<file path="src/rtl/edh_crc_pkg.sv">
package edh_crc_pkg;
  localparam int unsigned DATA_W = 10;
  localparam int unsigned CRC_W  = 16;
  localparam logic [CRC_W-1:0] POLY = 16'h1021;

  function automatic logic [CRC_W-1:0] crc_word(input logic [CRC_W-1:0] c,
                                                input logic [DATA_W-1:0] d);
    logic [CRC_W-1:0] r;
    logic fb;
    r = c;
    for (int i = 0; i < DATA_W; i++) begin
      fb = d[i] ^ r[CRC_W-1];
      r  = {r[CRC_W-2:0], 1'b0} ^ (fb ? POLY : '0);
    end
    return r;
  endfunction
endpackage

</file>
<file path="src/rtl/edh_win_gen.sv">
module edh_win_gen #(
  parameter int unsigned LINE_W = 10,
  parameter int unsigned AP525_F1_LO = 21,  parameter int unsigned AP525_F1_HI = 262,
  parameter int unsigned AP525_F2_LO = 284, parameter int unsigned AP525_F2_HI = 524,
  parameter int unsigned FF525_F1_LO = 12,  parameter int unsigned FF525_F1_HI = 271,
  parameter int unsigned FF525_F2_LO = 275, parameter int unsigned FF525_F2_HI = 525,
  parameter int unsigned AP625_F1_LO = 24,  parameter int unsigned AP625_F1_HI = 310,
  parameter int unsigned AP625_F2_LO = 336, parameter int unsigned AP625_F2_HI = 622,
  parameter int unsigned FF625_F1_LO = 8,   parameter int unsigned FF625_F1_HI = 317,
  parameter int unsigned FF625_F2_LO = 321, parameter int unsigned FF625_F2_HI = 630
) (
  input  logic              std625_i,
  input  logic              field_i,
  input  logic [LINE_W-1:0] line_i,
  output logic              ap_line_o,
  output logic              ff_line_o
);
  logic [LINE_W-1:0] ap_lo, ap_hi, ff_lo, ff_hi;

  always_comb begin
    unique case ({std625_i, field_i})
      2'b00: begin
        ap_lo = LINE_W'(AP525_F1_LO); ap_hi = LINE_W'(AP525_F1_HI);
        ff_lo = LINE_W'(FF525_F1_LO); ff_hi = LINE_W'(FF525_F1_HI);
      end
      2'b01: begin
        ap_lo = LINE_W'(AP525_F2_LO); ap_hi = LINE_W'(AP525_F2_HI);
        ff_lo = LINE_W'(FF525_F2_LO); ff_hi = LINE_W'(FF525_F2_HI);
      end
      2'b10: begin
        ap_lo = LINE_W'(AP625_F1_LO); ap_hi = LINE_W'(AP625_F1_HI);
        ff_lo = LINE_W'(FF625_F1_LO); ff_hi = LINE_W'(FF625_F1_HI);
      end
      default: begin
        ap_lo = LINE_W'(AP625_F2_LO); ap_hi = LINE_W'(AP625_F2_HI);
        ff_lo = LINE_W'(FF625_F2_LO); ff_hi = LINE_W'(FF625_F2_HI);
      end
    endcase
  end

  assign ap_line_o = (line_i >= ap_lo) && (line_i <= ap_hi);
  assign ff_line_o = (line_i >= ff_lo) && (line_i <= ff_hi);
endmodule

</file>
<file path="src/rtl/edh_crc_acc.sv">
module edh_crc_acc
  import edh_crc_pkg::*;
(
  input  logic              clk_i,
  input  logic              rst_ni,
  input  logic              close_i,
  input  logic              en_i,
  input  logic [DATA_W-1:0] data_i,
  input  logic              consume_i,
  output logic [CRC_W-1:0]  res_o,
  output logic              res_vld_o
);
  logic [CRC_W-1:0] acc_q;

  always_ff @(posedge clk_i or negedge rst_ni) begin
    if (!rst_ni) begin
      acc_q     <= '0;
      res_o     <= '0;
      res_vld_o <= 1'b0;
    end else begin
      if (close_i) begin
        res_o     <= acc_q;
        res_vld_o <= 1'b1;
        acc_q     <= '0;
      end else begin
        if (en_i) acc_q <= crc_word(acc_q, data_i);
        if (consume_i) res_vld_o <= 1'b0;
      end
    end
  end
endmodule

</file>
<file path="src/rtl/edh_err_flag.sv">
module edh_err_flag (
  input  logic clk_i,
  input  logic rst_ni,
  input  logic set_i,
  input  logic clr_i,
  output logic flag_o
);
  always_ff @(posedge clk_i or negedge rst_ni) begin
    if (!rst_ni) flag_o <= 1'b0;
    else         flag_o <= set_i | (flag_o & ~clr_i);  // set wins over clear
  end
endmodule

</file>
<file path="src/rtl/edh_crc_check.sv">
module edh_crc_check
  import edh_crc_pkg::*;
#(
  parameter int unsigned LINE_W = 10
) (
  input  logic              clk_i,
  input  logic              rst_ni,
  input  logic              sd_mode_i,
  input  logic              std625_i,
  input  logic              field_i,
  input  logic [LINE_W-1:0] line_i,
  input  logic              field_start_i,
  input  logic              valid_i,
  input  logic              act_word_i,
  input  logic              anc_i,
  input  logic [DATA_W-1:0] data_i,
  input  logic              edh_valid_i,
  input  logic              edh_ap_ok_i,
  input  logic              edh_ff_ok_i,
  input  logic [CRC_W-1:0]  edh_ap_crc_i,
  input  logic [CRC_W-1:0]  edh_ff_crc_i,
  input  logic              clr_i,
  output logic              ap_err_o,
  output logic              ff_err_o
);
  localparam int unsigned N_CRC = 2;  // 0: active picture, 1: full field

  logic             ap_line, ff_line, word_ok;
  logic [N_CRC-1:0] en, ok, res_vld, set, flag;
  logic [CRC_W-1:0] res [N_CRC];
  logic [CRC_W-1:0] rx  [N_CRC];

  edh_win_gen #(.LINE_W(LINE_W)) u_win (
    .std625_i (std625_i),
    .field_i  (field_i),
    .line_i   (line_i),
    .ap_line_o(ap_line),
    .ff_line_o(ff_line)
  );

  assign word_ok = valid_i & act_word_i & ~anc_i;
  assign en      = {word_ok & ff_line, word_ok & ap_line};
  assign ok      = {edh_ff_ok_i, edh_ap_ok_i};
  assign rx[0]   = edh_ap_crc_i;
  assign rx[1]   = edh_ff_crc_i;

  for (genvar k = 0; k < N_CRC; k++) begin : g_crc
    edh_crc_acc u_acc (
      .clk_i    (clk_i),
      .rst_ni   (rst_ni),
      .close_i  (field_start_i),
      .en_i     (en[k]),
      .data_i   (data_i),
      .consume_i(edh_valid_i),
      .res_o    (res[k]),
      .res_vld_o(res_vld[k])
    );

    assign set[k] = edh_valid_i & sd_mode_i & res_vld[k] & ok[k] & (res[k] != rx[k]);

    edh_err_flag u_flag (
      .clk_i (clk_i),
      .rst_ni(rst_ni),
      .set_i (set[k]),
      .clr_i (clr_i),
      .flag_o(flag[k])
    );
  end

  assign ap_err_o = flag[0];
  assign ff_err_o = flag[1];
endmodule

</file>
<file path="config.mk">
export PLATFORM = sky130hd
export DESIGN_NAME = edh_crc_check
export DESIGN_NICKNAME = d
export VERILOG_FILES = /design/src/rtl/edh_crc_pkg.sv /design/src/rtl/edh_win_gen.sv /design/src/rtl/edh_crc_acc.sv /design/src/rtl/edh_err_flag.sv /design/src/rtl/edh_crc_check.sv
export SDC_FILE = /design/constraint.sdc
export NUM_CORES = 1
export LEC_CHECK = 0
export CAP_MARGIN = 20
export CORE_MARGIN = 3
export CORE_UTILIZATION = 32
export DETAILED_ROUTE_END_ITERATION = 10
export SYNTH_ARGS = -nofsm -noshare
export SYNTH_HDL_FRONTEND = slang
export SYNTH_SLANG_ARGS = --single-unit
</file>
<file path="constraint.sdc">
create_clock -name clk_i -period 1.78 [get_ports clk_i]
set_input_delay 0.356 -clock clk_i [delete_from_list [all_inputs] [get_ports clk_i]]
set_output_delay 0.356 -clock clk_i [all_outputs]
set_load 0.05 [all_outputs]
</file>
# Word level (Yosys, flattened, before mapping)
# Cells that the tools add are included.
# classes
magnitude_cmp	4
eq_ne	4
mux	30
bitwise_logic	56
reduce_logical	6
# op_table
operator	count
$xor 16x16->16	20
$mux 13	20
$mux 16	4
$pmux 10 s3	2
$pmux 9 s3	2
$ne 16x16->1	2
$ge 10x9->1	2
$le 10x10->1	2
$xor 1x1->1	20
$and 1x1->1	12
$reduce_bool 2->1	3
$eq 2x1->1 const B	1
$eq 2x2->1 const B	1
$logic_and 1x1->1	2
$logic_not 2->1	1
$mux 1	2
$not 1->1	2
$or 1x1->1	2
# totals
reg_bits	67
out_inout_bits	2
elab_cells	107

# Logic depth before layout (Yosys ltp)
# depth
word_depth	32
depth_mapped	12

# Hierarchy
# From an unflattened synthesis, not the netlist that was laid out.
# hier_totals
hier_cells	374
hier_area_um2	4381.7
# by_module_without_submodules
mod	n_inst	cells_each	area_each_um2	seq_area_each_um2
edh_crc_acc	2	124	1647.8	825.8
edh_win_gen	1	72	630.6	0.0
edh_crc_check	1	48	382.9	0.0
edh_err_flag	2	3	36.3	25.0

# Worst setup path before layout
# No wires, ideal clock.
# synth_timing
path_kind	input port to flip-flop
start	in std625_i
end	reg g_crc[0].u_acc.acc_q[1]
t_arrival_ns	2.283
required_ns	1.642
setup_slack_ns	-0.641
path_stages	11
path_buffers	1
path_cell_list	ha_1 inv_1 o21ai_0 ha_1 or4b_2 o211ai_1 a21oi_1 a2bb2oi_2 buf_4 mux2i_1 nor2_1
# synth_between
elab_chain_cells	6
elab_cells_between_ends	10
cone_classes	order compare (2); eq/ne (2); mux (2); bitwise (1); reduce/logical (3)
# synth_rtl
item	line_no	rtl
from (decl)	edh_crc_check.sv:9	input logic std625_i,
$eq 2x2->1 (tied with other cells)	edh_win_gen.sv:21	unique case ({std625_i, field_i})
$pmux 9 s3 or $pmux 10 s3 (tied branches)	edh_win_gen.sv:21	
$ge 10x9->1 or $le 10x10->1 (tied branches)	edh_win_gen.sv:41	assign ap_line_o = (line_i >= ap_lo) && (line_i <= ap_hi);
$logic_and 1x1->1 *	edh_win_gen.sv:41	
$and 1x1->1 *	edh_crc_check.sv:42	assign en = {word_ok & ff_line, word_ok & ap_line};
$reduce_bool 2->1 (no source line) *	-	
to (signal assigned)	edh_crc_acc.sv:26	if (en_i) acc_q <= crc_word(acc_q, data_i);
to (decl)	edh_crc_acc.sv:13	logic [CRC_W-1:0] acc_q;
# Every way passes the cells marked *; elsewhere a longest branch is shown, timed or not.
# A chain may end at the register's enable or synchronous reset.

# Worst setup path in the final report
# layout_timing
start	in field_i
end	reg g_crc[0].u_acc.acc_q[9]
# layout_between
elab_chain_cells	6
elab_cells_between_ends	10
cone_classes	order compare (2); eq/ne (2); mux (2); bitwise (1); reduce/logical (3)
# layout_rtl
item	line_no	rtl
from (decl)	edh_crc_check.sv:10	input logic field_i,
$eq 2x2->1 (tied with other cells)	edh_win_gen.sv:21	
$pmux 9 s3 or $pmux 10 s3 (tied branches)	edh_win_gen.sv:21	
$ge 10x9->1 or $le 10x10->1 (tied branches)	edh_win_gen.sv:41	
$logic_and 1x1->1 *	edh_win_gen.sv:41	
$and 1x1->1 *	edh_crc_check.sv:42	
$reduce_bool 2->1 (no source line) *	-	
# Marks and branches as above.

==> metrics.md <==
| Metric | Value |
|---|---|
| Status | complete, but fails checks |
| Failing checks | setup timing |
| Final nets | 579 |
| Data required time of the critical path | 2000 ps |
| Vias/cell | 4.626 |
| Tmin final | 2211 ps |
| Leakage | 2.548 nW |
| CTS buffer count | 9 |
| CTS Sinks | 67 |
| Total Routing Usage GR | 0.1496 |
| Crit path DAT | 2430 ps |
| Post-synthesis sequential area ratio | 0.4054 |
| Area grow syn2layout | 47.29% |
| Power Density | 786.8 nW/µm² |
| Post-DP HPWL | 7553 µm |
| Mapped cell area | 4135 µm² |
| Root Buffer | clkbuf_16 |
| Period utilization | 1.242 |
| Routed wire length | 10230 µm |
| Total congestion overflow | 0 |
| Largest net degree at the start of global routing | 56 |
| Final Hold Viols | 0 |
| Worst-path clk slew | 60 ps |
| Die area | 14320 µm² |
| Most common cell after layout, fill and taps aside | xnor2_1 |
| Fmax | 452.2 MHz |
| Drt pass-1 iters | 4 |
| Max cap viols | 0 |
| Core Footprint | 12310 µm² |
| Die H | 119.7 µm |
| Antenna-violating nets left | 0 |
| Final clock skew | 8.312 ps |
| RSZ-0062 raised after global routing | true |
| Drt drc | 0 |
| Ratio of cells with drive above 1 in the final layout | 0.3327 |
| Startpoint type of the worst setup path | primary input |
| Antenna violations before repair | 0 |
| Area post-placement | 5414 µm² |
| Synth warn | 0 |
| Synthesized Nets | 455 |
| Initial core utilization | 0.3359 |
| Core Rows | 40 |
| I/O pins | 67 |
| Die W | 119.7 µm |
| Synth cell types | 37 |
| Final setup margin | -431.3 ps |
| Fin Setup TNS | -12350 ps |
| Clk_lat worst skew | 340 ps |
| Via count | 3058 |
| CP max FO | 6 |
| Synth area leaders | dfrtp_1 41%, xnor2_1 16%, mux2_2 8.7% |
| Ant. Diodes | 0 |
| WL/cell | 15.48 µm |
| Worst Hold Class | primary input to asynchronous set/reset pin |
| First-pass GRT wire length | 16950 µm |
| DP Worst Slack | -1214 ps |
| Worst Tran Pin Value | 441.5 ps |
| End-of-flow core utilization | 0.4947 |
| CTS tree | built |
| Largest area contributor in the netlist | dfrtp_1 |
| IO Port Bufs | 66 |
| Max-slew headroom at the worst pin | 0.7035 |
| Pins Over Slew Limit | 0 |
| Finished Cell Area | 6091 µm² |
| Commonest non-fill, non-tap cells in the layout | 74 x xnor2_1, 67 x dfrtp_1, 50 x clkdlybuf4s50_1 |
| Mean Syn Cell Area | 11.36 µm² |
| GP Congestion | 0.8293 |
| CTS max path bufs | 2 |
| CTS H-tree lvls | 3 |
| Synth Instances | 364 |
| Worst-case vdd ir drop | 0.0004715 V |
| Post-synthesis register bit count | 67 |
| Setup violators final | 32 |
| Crit end category | flip-flop |
| Drt initial violations | 114 |
| Vias in the first global route | 3244 |
| Critical path type | primary input to flip-flop |
| Proportion of netlist area held by the largest area contributor | 0.4054 |
| Hold slack | 481.3 ps |
## per-stage QoR
stage | power (mW) | cells
global route | 5.026 | 661
floorplan | 2.423 | 364
detailed placement | 2.932 | 631
CTS | 4.807 | 660
global placement | 2.913 | 631
finish | 4.793 | 661
## final timing paths
check | slack, ps | to | startpoint | cells after the start
min in group clk_i | 500 | g_crc[0].u_acc.acc_q[1]$_DFFE_PN0P_ | field_start_i | 3
max in group asynchronous | 800 | g_crc[1].u_acc.res_o[9]$_DFFE_PN0P_ | rst_ni | 3
worst min-delay path | 480 | g_crc[1].u_acc.acc_q[13]$_DFFE_PN0P_ | rst_ni | 2
worst min register to register | 520 | g_crc[1].u_acc.res_vld_o$_DFFE_PN0P_ | g_crc[1].u_acc.res_vld_o$_DFFE_PN0P_ | 1
worst max register to register | 80 | g_crc[1].u_acc.acc_q[13]$_DFFE_PN0P_ | g_crc[1].u_acc.acc_q[15]$_DFFE_PN0P_ | 6
worst max-delay path | -430 | g_crc[0].u_acc.acc_q[9]$_DFFE_PN0P_ | field_i | 14
## cells in the mapped netlist (all sizes together)
cell / count
a211oi: 13
nand3b: 1
xor2: 18
a21o: 2
or2: 1
a2bb2oi: 1
nor3: 1
and4bb: 1
dfrtp: 67
clkbuf: 7
nand4: 12
mux2: 32
nor2: 38
nor4bb: 1
a21oi: 5
nand4bb: 1
inv: 14
o21ai: 5
nor4: 3
ha: 26
buf: 4
o211ai: 1
nor2b: 2
o22ai: 2
xnor2: 74
or3: 2
mux2i: 22
o221ai: 2
or4b: 1
a2111oi: 1
nand2: 3
a211o: 1
## timing repair
action,in CTS,in global routing
setup buffers,8,1
hold buffers,1,0
pin swaps,23,4
setup endpoints to repair,32,32
cloned,4,0
gates resized for setup,71,4
hold endpoints to repair,11,0
## metal layers
metal	vias to the layer above	routed length (µm)	global-route usage
met2	41	5210	0.2525
met3	7	279	0.03629
met5	-	0	0
met4	0	113	0.03651
li1	1520	-	-
met1	1490	4630	0.1935
## area by class of cell
cell class / count / area [µm²]
clock inverters: 7 / 68.82
repair buffers: 124 / 1261
inverters: 14 / 67.56
multi-input cells: 272 / 2581
well taps: 168 / 210.2
fillers: 1125 / 6221
clock buffers: 9 / 225.2
flip-flops and latches: 67 / 1677
## registers in the layout (all words and copies together) (netlist names)
name                   cells
g_crc.u_acc.res_o         32
g_crc.u_acc.acc_q         32
g_crc.u_flag.flag_o        2
g_crc.u_acc.res_vld_o      1
## worst max-delay path: stages
cell and delay, ps:
buf_12 120, ha_4 160, inv_4 70, buf_4 100, o21ai_2 50, ha_2 180, or4b_4 470, o211ai_1 140
a21oi_2 120, a2bb2oi_4 160, buf_6 140, buf_12 130, mux2i_1 160, nor2_1 70
## kinds of logic (layout without fill, tap and decap cells)
family	after synthesis	after routing	synth area share
AOI/OAI and AO/OA	33	33	0.07140
xor gates and xnor gates	92	92	0.1949
adders and majority gates	26	26	0.07867
buffers and inverters	25	154	0.02753
DFF	67	67	0.4054
muxes	54	54	0.1404
and+or+nand+nor	67	67	0.08169
## where the power goes
group          internal [mW]  leakage [nW]  switching [mW]
clock network           1.08         0.141           0.684
logic                  0.732          1.49           0.593
registers               1.62         0.921          0.0884
Power figures use the tool's default switching activity.
